--- config.mk ---
export PLATFORM = sky130hd
export DESIGN_NAME = irq_aggregator
export DESIGN_NICKNAME = d
export VERILOG_FILES = /design/src/rtl/irq_aggregator.sv
export SDC_FILE = /design/constraint.sdc
export NUM_CORES = 1
export LEC_CHECK = 0
export BUFFER_PORTS_ARGS = -buffer_cell sky130_fd_sc_hd__buf_4
export CORE_AREA = 4 4 76 78
export CTS_CLUSTER_SIZE = 40
export DETAILED_ROUTE_END_ITERATION = 10
export DIE_AREA = 0 0 80 82
export PLACE_DENSITY_LB_ADDON = 0.1
export SLEW_MARGIN = 20
export SYNTH_ARGS = -nofsm -noshare
export SYNTH_HDL_FRONTEND = slang
export SYNTH_SLANG_ARGS = --single-unit
--- constraint.sdc ---
create_clock -name clk -period 1.7 [get_ports clk]
set_input_delay 0.17 -clock clk [delete_from_list [all_inputs] [get_ports clk]]
set_output_delay 0.17 -clock clk [all_outputs]
set_load 0.03 [all_outputs]
--- src/rtl/irq_aggregator.sv ---
module irq_aggregator #(
  parameter int                NSRC      = 16,
  parameter int                ADDR_W    = 4,
  parameter logic [ADDR_W-1:0] MASK_ADDR = 4'h0,
  parameter logic [ADDR_W-1:0] STAT_ADDR = 4'h2
) (
  input  logic              clk,
  input  logic              rst_n,
  input  logic [NSRC-1:0]   req_i,
  input  logic [ADDR_W-1:0] addr_i,
  input  logic              wr_en_i,
  input  logic              rd_en_i,
  input  logic [NSRC-1:0]   wdata_i,
  output logic [NSRC-1:0]   rdata_o,
  output logic              irq_o
);

  logic [NSRC-1:0] mask_q, stat_q, req_q;
  logic [NSRC-1:0] rise, ack, rd_mux;
  logic            sel_mask, sel_stat;

  assign sel_mask = (addr_i == MASK_ADDR);
  assign sel_stat = (addr_i == STAT_ADDR);
  assign rise     = req_i & ~req_q;
  assign ack      = (wr_en_i && sel_stat) ? wdata_i : '0;

  always_comb begin
    if (sel_mask)      rd_mux = mask_q;
    else if (sel_stat) rd_mux = stat_q;
    else               rd_mux = '0;
  end

  always_ff @(posedge clk) begin
    if (!rst_n) begin
      mask_q  <= '0;
      stat_q  <= '0;
      req_q   <= '0;
      irq_o   <= 1'b0;
      rdata_o <= '0;
    end else begin
      req_q  <= req_i;
      stat_q <= (stat_q & ~ack) | rise;
      irq_o  <= |(stat_q & mask_q);
      if (wr_en_i && sel_mask) mask_q  <= wdata_i;
      if (rd_en_i)             rdata_o <= rd_mux;
    end
  end

  AST_EDGE_LATCH: assert property (@(posedge clk) disable iff (!rst_n)
    1'b1 |=> ((stat_q & $past(req_i & ~req_q)) == $past(req_i & ~req_q)));

  AST_ACK_CLEARS: assert property (@(posedge clk) disable iff (!rst_n)
    (wr_en_i && sel_stat) |=> ((stat_q & $past(wdata_i & ~(req_i & ~req_q))) == '0));

  AST_PEND_HOLDS: assert property (@(posedge clk) disable iff (!rst_n)
    !(wr_en_i && sel_stat) |=> ((stat_q & $past(stat_q)) == $past(stat_q)));

  AST_IRQ_RAISE: assert property (@(posedge clk) disable iff (!rst_n)
    ((stat_q & mask_q) != '0) |=> irq_o);

  AST_IRQ_DROP: assert property (@(posedge clk) disable iff (!rst_n)
    ((stat_q & mask_q) == '0) |=> !irq_o);

  AST_MASK_STABLE: assert property (@(posedge clk) disable iff (!rst_n)
    !(wr_en_i && sel_mask) |=> $stable(mask_q));

  AST_UNMAPPED_RD: assert property (@(posedge clk) disable iff (!rst_n)
    (rd_en_i && !sel_mask && !sel_stat) |=> (rdata_o == '0));

  AST_RDATA_HOLD: assert property (@(posedge clk) disable iff (!rst_n)
    !rd_en_i |=> $stable(rdata_o));

endmodule

# After elaboration in Yosys (flattened, before gate mapping)
# Cells that the tools add are included.
# totals
ff_bits,65
in_bits,40
out_inout_bits,17
word_cells,19
# op_classes
n_eq_ne,1
muxes,3
bitwise_logic,6
n_reduce_logical,4
# op_table
operator,count
AND 16 bit,3
two-way mux 16 bit,3
inverter 16 bit,2
OR 16 bit,1
OR reduction 16 bit,1
"equality test 4 x 2 -> 1 bit, second input constant",1
zero test 4 bit,1
logical AND 1 bit,2

# Longest topological paths before layout
# Gate-level depths: netlist of run 1.
# depth
ltp_word,6
mapped_depth,5
ltp_nobuf,4

# Worst setup path after synthesis of run 1
# No wires, ideal clock.
# synth_path
kind,input to register
startpoint,input addr_i[0]
endpoint,register mask_q[10]
setup_ns,0.115
arrival_ns,1.051
required_time_ns,1.585
path_slack_ns,0.534
cell_stages,5
n_path_buf,1
cell_sequence,nor4_4 -> nand2_4 -> buf_6 -> nand3_1 -> o21ai_2
# synth_between
elab_chain_cells,2
# synth_lines
item,line,source
from (decl),10,"input logic [ADDR_W-1:0] addr_i,"
zero test 4 bit,22,assign sel_mask = (addr_i == MASK_ADDR);
logical AND 1 bit,44,if (wr_en_i && sel_mask) mask_q <= wdata_i;
to (signal assigned),44,
to (decl),18,"logic [NSRC-1:0] mask_q, stat_q, req_q;"
# No other way between the ends.
# A chain may end at the register's enable or synchronous reset.

# Worst setup path after layout of run 1
# layout_path
startpoint,register stat_q[12]
endpoint,register irq_o
# layout_between
elab_chain_cells,2
# layout_lines
item,line,source
from (decl),18,
from (signal assigned),42,stat_q <= (stat_q & ~ack) | rise;
AND 16 bit,43,irq_o <= |(stat_q & mask_q);
OR reduction 16 bit,43,
to (signal assigned),43,
to (decl),15,output logic irq_o
# No other way between the ends.

==> flow_summary.ini, run 1 <==
[clock_tree]
post_cts_buffers = 0
cts_sinks = 65
ctsHoldBuffers = 0
clockBufferDepth = 2
cts_buffers = 9
clock_latency_ns = 0.33
cts_root_buffer = clkbuf_8
cts_tree = yes
htree_levels = 3
path_clk_slew_ns = 0.06
ctsResizeCount = 0

[placement]
hpwl_mm = 3.66
gp_congestion = 0.714
place_area_mm2 = 0.00297
dp_worst_setup_slack_ns = 0.283
portBuffers = 56

[synthesis]
syn_area_mm2 = 0.00252
muxShareOfSynthArea_pct = 0
ys_warn_count = 0
syn_inst = 276
synth-main-ff-cell = dfxtp_1
synth_most_common_cell = dfxtp_1
synth.area.top_cells = dfxtp_1 (52%), nand3_1 (8.1%), a22oi_1 (6.0%), o21ai_2 (5.6%), nand2_1 (4.8%)
synth_edf_count = 0
yosys.area.top_type = dfxtp_1
synth.net_count = 316
synthArstFlopShare_pct = 0
yosys_register_bits = 65
ys_seq_area_share_pct = 51.6
synthAdderAreaFrac_pct = 0
yosys.area_share.simple_pct = 18.7
synth_top_area_share_pct = 51.6
synth_compound_area_share_pct = 22.7
ys_types = 20
avgSynthCellArea_um2 = 9.13
synth_top_family_by_area = compound AO/OA/AOI/OAI gates
synthXorXnorAreaFrac_pct = 0
synth_commonest_cells = dfxtp_1 (65), nand3_1 (41), nand2_1 (32)

[global_route]
track_usage_pct = 17.4
grt_max_degree = 40
antenna_found_initial = 0
grt_first_pass_wirelength_mm = 8.74
first_global_vias = 1831
grt_overflow = 0

[hold_path]
hp-class = in -> reg

[layout]
nFillCells = 489
n_antenna_cell = 0
fin_area_mm2 = 0.00311
syn_to_final_growth_pct = 23.5
drive_gt1_share_pct = 29.8
finalNetCount = 366

[sta]
setup_violations = 0
fin_ws_ns = 0.448
rsz0062_at_grt = false
clock_skew_ns = 0.00784
setup-tns-final_ns = 0
min_period_ns = 1.25
max_freq_mhz = 799
maxSlewViolCount = 0
final_hold_viol_count = 0
tightest_slew_ns = 0.484
fin_crit_sh_pct = 73.6
slew_headroom_pct = 67.7

[critical_path]
arrival_ns = 1.47
start_kind = flop
ff2ff_setup_slack_ns = 0.45
crit_fanout = 3
cp-end-kind = flop
path_class = reg -> reg
worst-endpoint-required_ns = 1.92

[routing]
finalWirelength_mm = 5.36
drc_errors = 0
avgRoutedWirePerCell_um = 13.4
dr_total_vias = 2040
drtIter0Drc = 185
postRouteAntennaNets = 0
vias_per_cell = 5.11
drt_pass1_iterations = 4

[die]
die_y_um = 82
boundaryPins = 57
coreArea_mm2 = 0.00507
die_w_um = 80
rows = 26
start_util_pct = 49.7
die-area_mm2 = 0.00656

[flow_run]
maxCapViolCount = 0

[pwr]
vdd_drop_max_v = 0.000647
cellPowerDensity_mw_per_mm2 = 967
p_leak_uw = 0.00131

[status]
status = finished, final reports clean
## cells by family after synthesis
family                 count (synthesis)
buffers and inverters                 37
AND/OR/NAND/NOR                       85
AO/OA/AOI/OAI                         89
flip-flops                            65
## through the flow
| step | utilization (%) | power (uW) | cells | hold WS (ns) |
|---|---|---|---|---|
| after floorplan | - | 1860 | 276 | 0.282 |
| after global placement | 58.5 | 2010 | 385 | 0.368 |
| after detailed placement | 58.5 | 2020 | 385 | 0.375 |
| after CTS | 61.3 | 3040 | 399 | 0.0317 |
| after global routing | 61.3 | 3130 | 399 | 0.0505 |
| final | 61.3 | 3010 | 399 | 0.0387 |
## layer usage
metal	track usage, %	wire, um
met4	8.61	79
met1	26.2	2850
met5	0	0
met3	3.84	323
met2	23.0	2100
## cell usage in the layout, fill, tap and decap left out, types with 4 or more instances in the layout
cell type,netlist,layout
nand3_1,41,41
a21oi_1,16,16
o21ai_0,16,16
inv_1,16,16
clkbuf_1,10,4
nand2_1,32,32
nand3_2,9,9
clkbuf_8,0,9
o21ai_2,16,16
dfxtp_1,65,65
buf_4,0,58
o21ai_1,16,16
a22oi_1,20,20
## cell type report
cell class	count	area (um2)	share of cell area (%)
Clock buffer	13	139	4.46
Clock inverter	1	5.00	0.161
Inverter	16	60.1	1.93
Multi-Input combinational cell	174	1040	33.6
Sequential cell	65	1300	41.8
Tap cell	70	87.6	2.81
Timing Repair Buffer	60	475	15.3
## final timing paths
path,startpoint,cells after the start,end
max reg2reg,stat_q[12],4,irq_o
min reg2reg,req_q[8],1,stat_q[8]
min,req_i[4],3,req_q[4]
max,stat_q[12],4,irq_o
## worst max-delay path, stage by stage, from the launching register on
cell	delay [ns]
dfxtp_1	0.33
a22o_1	0.24
a221oi_1	0.25
nand3_1	0.14
o21a_1	0.19
## power breakdown
| part | switching (uW) | internal [uW] |
|---|---|---|
| clock network | 515 | 513 |
| registers | 52.9 | 1610 |
| logic | 181 | 142 |
| total | 748 | 2260 |
## state kept, by name, indices dropped and copies added (netlist names)
register,count
mask_q,16
rdata_o,16
req_q,16
stat_q,16
irq_o,1
Note: power is estimated with default switching activity, not from simulation.
==> inputs of run 2 (changes only) <==
--- a/config.mk
+++ b/config.mk
@@ -6,10 +6,10 @@
 export NUM_CORES = 1
 export LEC_CHECK = 0
 export BUFFER_PORTS_ARGS = -buffer_cell sky130_fd_sc_hd__buf_4
-export CORE_AREA = 4 4 76 78
+export CORE_AREA = 4 4 78 80
 export CTS_CLUSTER_SIZE = 40
 export DETAILED_ROUTE_END_ITERATION = 10
-export DIE_AREA = 0 0 80 82
+export DIE_AREA = 0 0 82 84
 export PLACE_DENSITY_LB_ADDON = 0.1
 export SLEW_MARGIN = 20
 export SYNTH_ARGS = -nofsm -noshare
==> constraint.sdc (replaced) <==
create_clock -name clk -period 1.1 [get_ports clk]
set_input_delay 0.11 -clock clk [delete_from_list [all_inputs] [get_ports clk]]
set_output_delay 0.11 -clock clk [all_outputs]
set_load 0.03 [all_outputs]
==> run 2 against run 1 <==
Against the previous run: the run now ends with setup timing left; largest power group unchanged; largest cell class unchanged; critical path type unchanged; register-to-register slack got worse by 0.48 ns; count of clock-buffer cells in the layout increased by 1; cell count increased by 11%; critical endpoint unchanged; sequential share of layout area decreased by 5.2 points; wire length increased by 19%; clock power increased by 100%.
==> flow_summary.ini, run 2 (synthesis gave the netlist of run 1 again) <==
[routing]
drc_errors = 0
dr_total_vias = 2256
drt_pass1_iterations = 5
avgRoutedWirePerCell_um = 14.4
postRouteAntennaNets = 0
finalWirelength_mm = 6.37
drtIter0Drc = 148
vias_per_cell = 5.09

[sta]
min_period_ns = 1.13
clock_skew_ns = 0.00635
fin_ws_ns = -0.0336
final_hold_viol_count = 0
rsz0062_at_grt = true
setup-tns-final_ns = -0.0336
slew_headroom_pct = 80.7
fin_crit_sh_pct = 103
setup_violations = 1
tightest_slew_ns = 0.288
maxSlewViolCount = 0
max_freq_mhz = 882

[layout]
finalNetCount = 406
drive_gt1_share_pct = 34.5
seq_area_mm2 = 0.00130
syn_to_final_growth_pct = 41.2
fin_area_mm2 = 0.00356
most-common-layout-cells = buf_4 (80), dfxtp_1 (65), nand3_1 (41)
multi_input_area_mm2 = 0.00106
n_antenna_cell = 0
final_common_cell = buf_4
post-route-util_pct = 65.8
nFillCells = 460

[die]
start_util_pct = 46.6
die_w_um = 82
boundaryPins = 57
rows = 27
coreArea_mm2 = 0.00541
die_y_um = 84
die-area_mm2 = 0.00689

[global_route]
grt_max_degree = 33
track_usage_pct = 20.8
first_global_vias = 2205
grt_first_pass_wirelength_mm = 11.0
grt_overflow = 0
antenna_found_initial = 0

[clock_tree]
cts_root_buffer = clkbuf_8
path_clk_slew_ns = 0.07
clock_latency_ns = 0.33
cts_sinks = 65
htree_levels = 3
cts_tree = yes
cts_buffers = 9
clockBufferDepth = 2

[hold_path]
hp-class = in -> reg

[status]
status = complete, but fails checks
violations = setup timing

[placement]
portBuffers = 56
dp_worst_setup_slack_ns = -0.162
hpwl_mm = 4.27
gp_congestion = 0.793
place_area_mm2 = 0.00318

[pwr]
p_leak_uw = 0.00155
vdd_drop_max_v = 0.00132
cellPowerDensity_mw_per_mm2 = 1480

[critical_path]
ff2ff_setup_slack_ns = -0.03
crit_fanout = 2
worst-endpoint-required_ns = 1.32
start_kind = flop
cp-end-kind = flop
arrival_ns = 1.36
path_class = reg -> reg

[flow_run]
maxCapViolCount = 0
## run 2: layout make-up
cell class / instances / share of cell area [%]
Sequential cell: 65 / 36.6
Multi-Input combinational cell: 174 / 29.7
Timing Repair Buffer: 100 / 23.6
Clock buffer: 14 / 4.85
Tap cell: 72 / 2.53
Inverter: 16 / 1.69
Clock inverter: 2 / 0.985
## run 2: critical path, cell delays in order, from the launching register on
cell      delay (ns)
dfxtp_1         0.31
a22o_1          0.24
a221oi_2        0.19
nand3_1         0.10
o21a_1          0.19
## run 2: path summary, 6_finish.rpt
check,from,endpoint,cells past startpoint
hold / removal,wdata_i[10],mask_q[10],3
hold reg to reg,req_q[4],stat_q[4],1
setup / recovery,stat_q[9],irq_o,4
setup reg to reg,stat_q[9],irq_o,4
## run 2: per-stage QoR
step                power, uW  instances  hold slack (ns)
detailed placement       3210        411            0.314
global route             5520        443           0.0289
CTS                      5330        443           0.0206
floorplan                2880        276            0.222
finish                   5270        443           0.0333
global placement         3200        411            0.310
## run 2: routing by layer
layer | part of all wire (%) | GRT usage [%] | up-vias
met1 | 47 | 30.0 | 1015
met4 | 2.2 | 9.21 | 0
met2 | 45 | 29.5 | 68
met3 | 5.3 | 4.00 | 10
met5 | 0 | 0 | -
li1 | - | - | 1163
## run 2: report_power, final
| group | switching [uW] | internal [uW] | leakage [uW] |
|---|---|---|---|
| Clock | 835 | 1230 | 0.000107 |
| Combinational | 327 | 322 | 0.000910 |
| Sequential | 74.2 | 2480 | 0.000536 |
## run 2: timing repair
action	4_1_cts	5_1_grt
pin swaps	1	2
gates resized for setup	2	0
hold buffers	16	0
cloned	0	0
endpoints found under the setup margin	1	1
buffers inserted	0	0
hold endpoints to repair	16	0
==> inputs of run 3 (changes only) <==
--- a/config.mk
+++ b/config.mk
@@ -10,7 +10,7 @@
 export CTS_CLUSTER_SIZE = 40
 export DETAILED_ROUTE_END_ITERATION = 10
 export DIE_AREA = 0 0 82 84
-export PLACE_DENSITY_LB_ADDON = 0.1
+export PLACE_DENSITY = 0.73
 export SLEW_MARGIN = 20
 export SYNTH_ARGS = -nofsm -noshare
 export SYNTH_HDL_FRONTEND = slang
==> run 3 against run 2 <==
Against the previous run: the flow still finishes with violations (setup timing); hold slack worse by 0.030 ns; register-to-register slack improved by 0.03 ns; clock power decreased by 17%; via count up 2.1%; critical path type unchanged; critical endpoint unchanged; largest power group unchanged; highest routed layer unchanged.
==> flow_summary.ini, run 3 (synthesis gave the netlist of run 1 again) <==
[sta]
final_hold_viol_count = 0
slew_headroom_pct = 80.0
tightest_slew_ns = 0.297
maxSlewViolCount = 0
setup-tns-final_ns = -0.00499
fin_ws_ns = -0.00499
setup_violations = 1
clock_skew_ns = 0.00234
fin_crit_sh_pct = 100
max_freq_mhz = 905
min_period_ns = 1.10
rsz0062_at_grt = true

[layout]
seq_area_mm2 = 0.00130
most-common-layout-cells = buf_4 (76), dfxtp_1 (64), nand3_1 (41)
n_antenna_cell = 0
finalNetCount = 401
nFillCells = 486
multi_input_area_mm2 = 0.00106
drive_gt1_share_pct = 33.5
fin_cells = 436
final_common_cell = buf_4
fin_area_mm2 = 0.00347
post-route-util_pct = 64.3
syn_to_final_growth_pct = 37.8

[pwr]
p_leak_uw = 0.00151
netSwitchingPower_uw = 1200
vdd_drop_max_v = 0.000993
intPower_uw = 3710
p_comb_share_pct = 13.0
clkPwrFrac_pct = 35.0
swShare_pct = 24.5
finalPower_uw = 4920
power_frac_seq_pct = 52.1
cellPowerDensity_mw_per_mm2 = 1420

[critical_path]
arrival_ns = 1.34
cp-end-kind = flop
worst-endpoint-required_ns = 1.33
crit_path_start = stat_q[12]
critPathCapture = irq_o
path_class = reg -> reg
cp_slowest_cell = dfxtp_1
crit_fanout = 2
crit_chain = a22o_1 -> a221oi_2 -> nand3_1 -> o21a_1
r2r_cells = 4
start_kind = flop
r2r-end = irq_o
max_stage_delay_ns = 0.32
ff2ff_setup_slack_ns = -0.005
r2r-start = stat_q[12]

[clock_tree]
htree_levels = 3
cts_root_buffer = clkbuf_8
post_cts_buffers = 0
cts_tree = yes
clockBufferDepth = 2
clock_latency_ns = 0.33
path_clk_slew_ns = 0.06
cts_buffers = 9
cts_sinks = 65

[routing]
avgRoutedWirePerCell_um = 14.4
vias_per_cell = 5.28
postRouteAntennaNets = 0
drt_pass1_iterations = 4
finalWirelength_mm = 6.30
drc_errors = 0
dr_total_vias = 2304
drtIter0Drc = 211

[global_route]
track_usage_pct = 19.8
grt_overflow = 0
grt_max_degree = 40
first_global_vias = 2179
grt_first_pass_wirelength_mm = 10.4
busiest_layer = met1
use_met3_pct = 6.16
antenna_found_initial = 0
use_met2_pct = 27.8
use_met1_pct = 28.3

[placement]
portBuffers = 56
place_inst = 407
place_area_mm2 = 0.00315
hpwl_mm = 4.19
gp_congestion = 0.785

[die]
die_w_um = 82
die_y_um = 84
coreArea_mm2 = 0.00541
die-area_mm2 = 0.00689
boundaryPins = 57
start_util_pct = 46.6
rows = 27

[hold_path]
hp-class = in -> reg

[flow_run]
maxCapViolCount = 0

[status]
violations = setup timing
status = complete, but fails checks
-- run 3: changes by cell type in the layout (fill, tap and decap cells not counted) --
cell / change
dlygate4sd3_1: -1
clkbuf_1: +1
buf_4: -4
clkinv_2: -1
dfxtp_2: +1
bufinv_16: -1
dfxtp_1: -1
clkbuf_8: -1
-- run 3: layout make-up --
class / count / area share, %
tap: 72 / 2.59
timing repair buffer: 95 / 23.1
multi-input combinational: 174 / 30.4
clock buffer: 14 / 4.68
inverter: 16 / 1.73
sequential: 65 / 37.5
-- run 3: worst max-delay path, delay by kind of cell (launching register included) --
family / cells / cell delay [ns]
AO/OA/AOI/OAI: 3 / 0.59
flip-flops: 1 / 0.32
AND/OR/NAND/NOR: 1 / 0.09
-- run 3: power by group through the flow --
| stage | registers, uW | logic (uW) | clock network, uW |
|---|---|---|---|
| after floorplan | 2650 | 223 | 0 |
| after global routing | 2570 | 701 | 1850 |
| after detailed placement | 2610 | 590 | 0 |
| final | 2560 | 637 | 1720 |
| after global placement | 2600 | 581 | 0 |
| after CTS | 2560 | 637 | 1750 |
-- run 3: per-layer routing --
layer  vias to the layer above  share of wire, %
met2                        84                45
met1                      1059                46
li1                       1151                 -
met3                        10               7.6
met5                         -                 0
met4                         0               1.8
-- run 3: worst min-delay path by stage --
stage | slack (ns) | to | start | cells after the start
floorplan | 0.22 | req_q[0] | req_i[0] | 2
CTS | 0.0008 | req_q[14] | req_i[14] | 3
global placement | 0.31 | req_q[4] | req_i[4] | 3
global route | 0.02 | mask_q[1] | wdata_i[1] | 3
finish | 0.004 | req_q[14] | req_i[14] | 3
detailed placement | 0.32 | req_q[11] | req_i[11] | 3
-- run 3: repair_timing --
action / in CTS / in global routing
endpoints found under the setup margin: 1 / 1
endpoints found under the hold margin: 15 / 0
pin swaps: 1 / 4
gates cloned: 0 / 0
hold buffers: 15 / 0
gates resized for setup: 2 / 1
-- run 3: stage by stage --
| step | worst slack (ns) | hold WS [ns] |
|---|---|---|
| 2_1_floorplan | -0.00589 | 0.222 |
| 3_3_place_gp | -0.114 | 0.312 |
| 3_5_place_dp | -0.144 | 0.319 |
| 4_1_cts | 0.00204 | 0.000835 |
| 5_1_grt | -0.0805 | 0.0174 |
| 6_report | -0.00499 | 0.00379 |
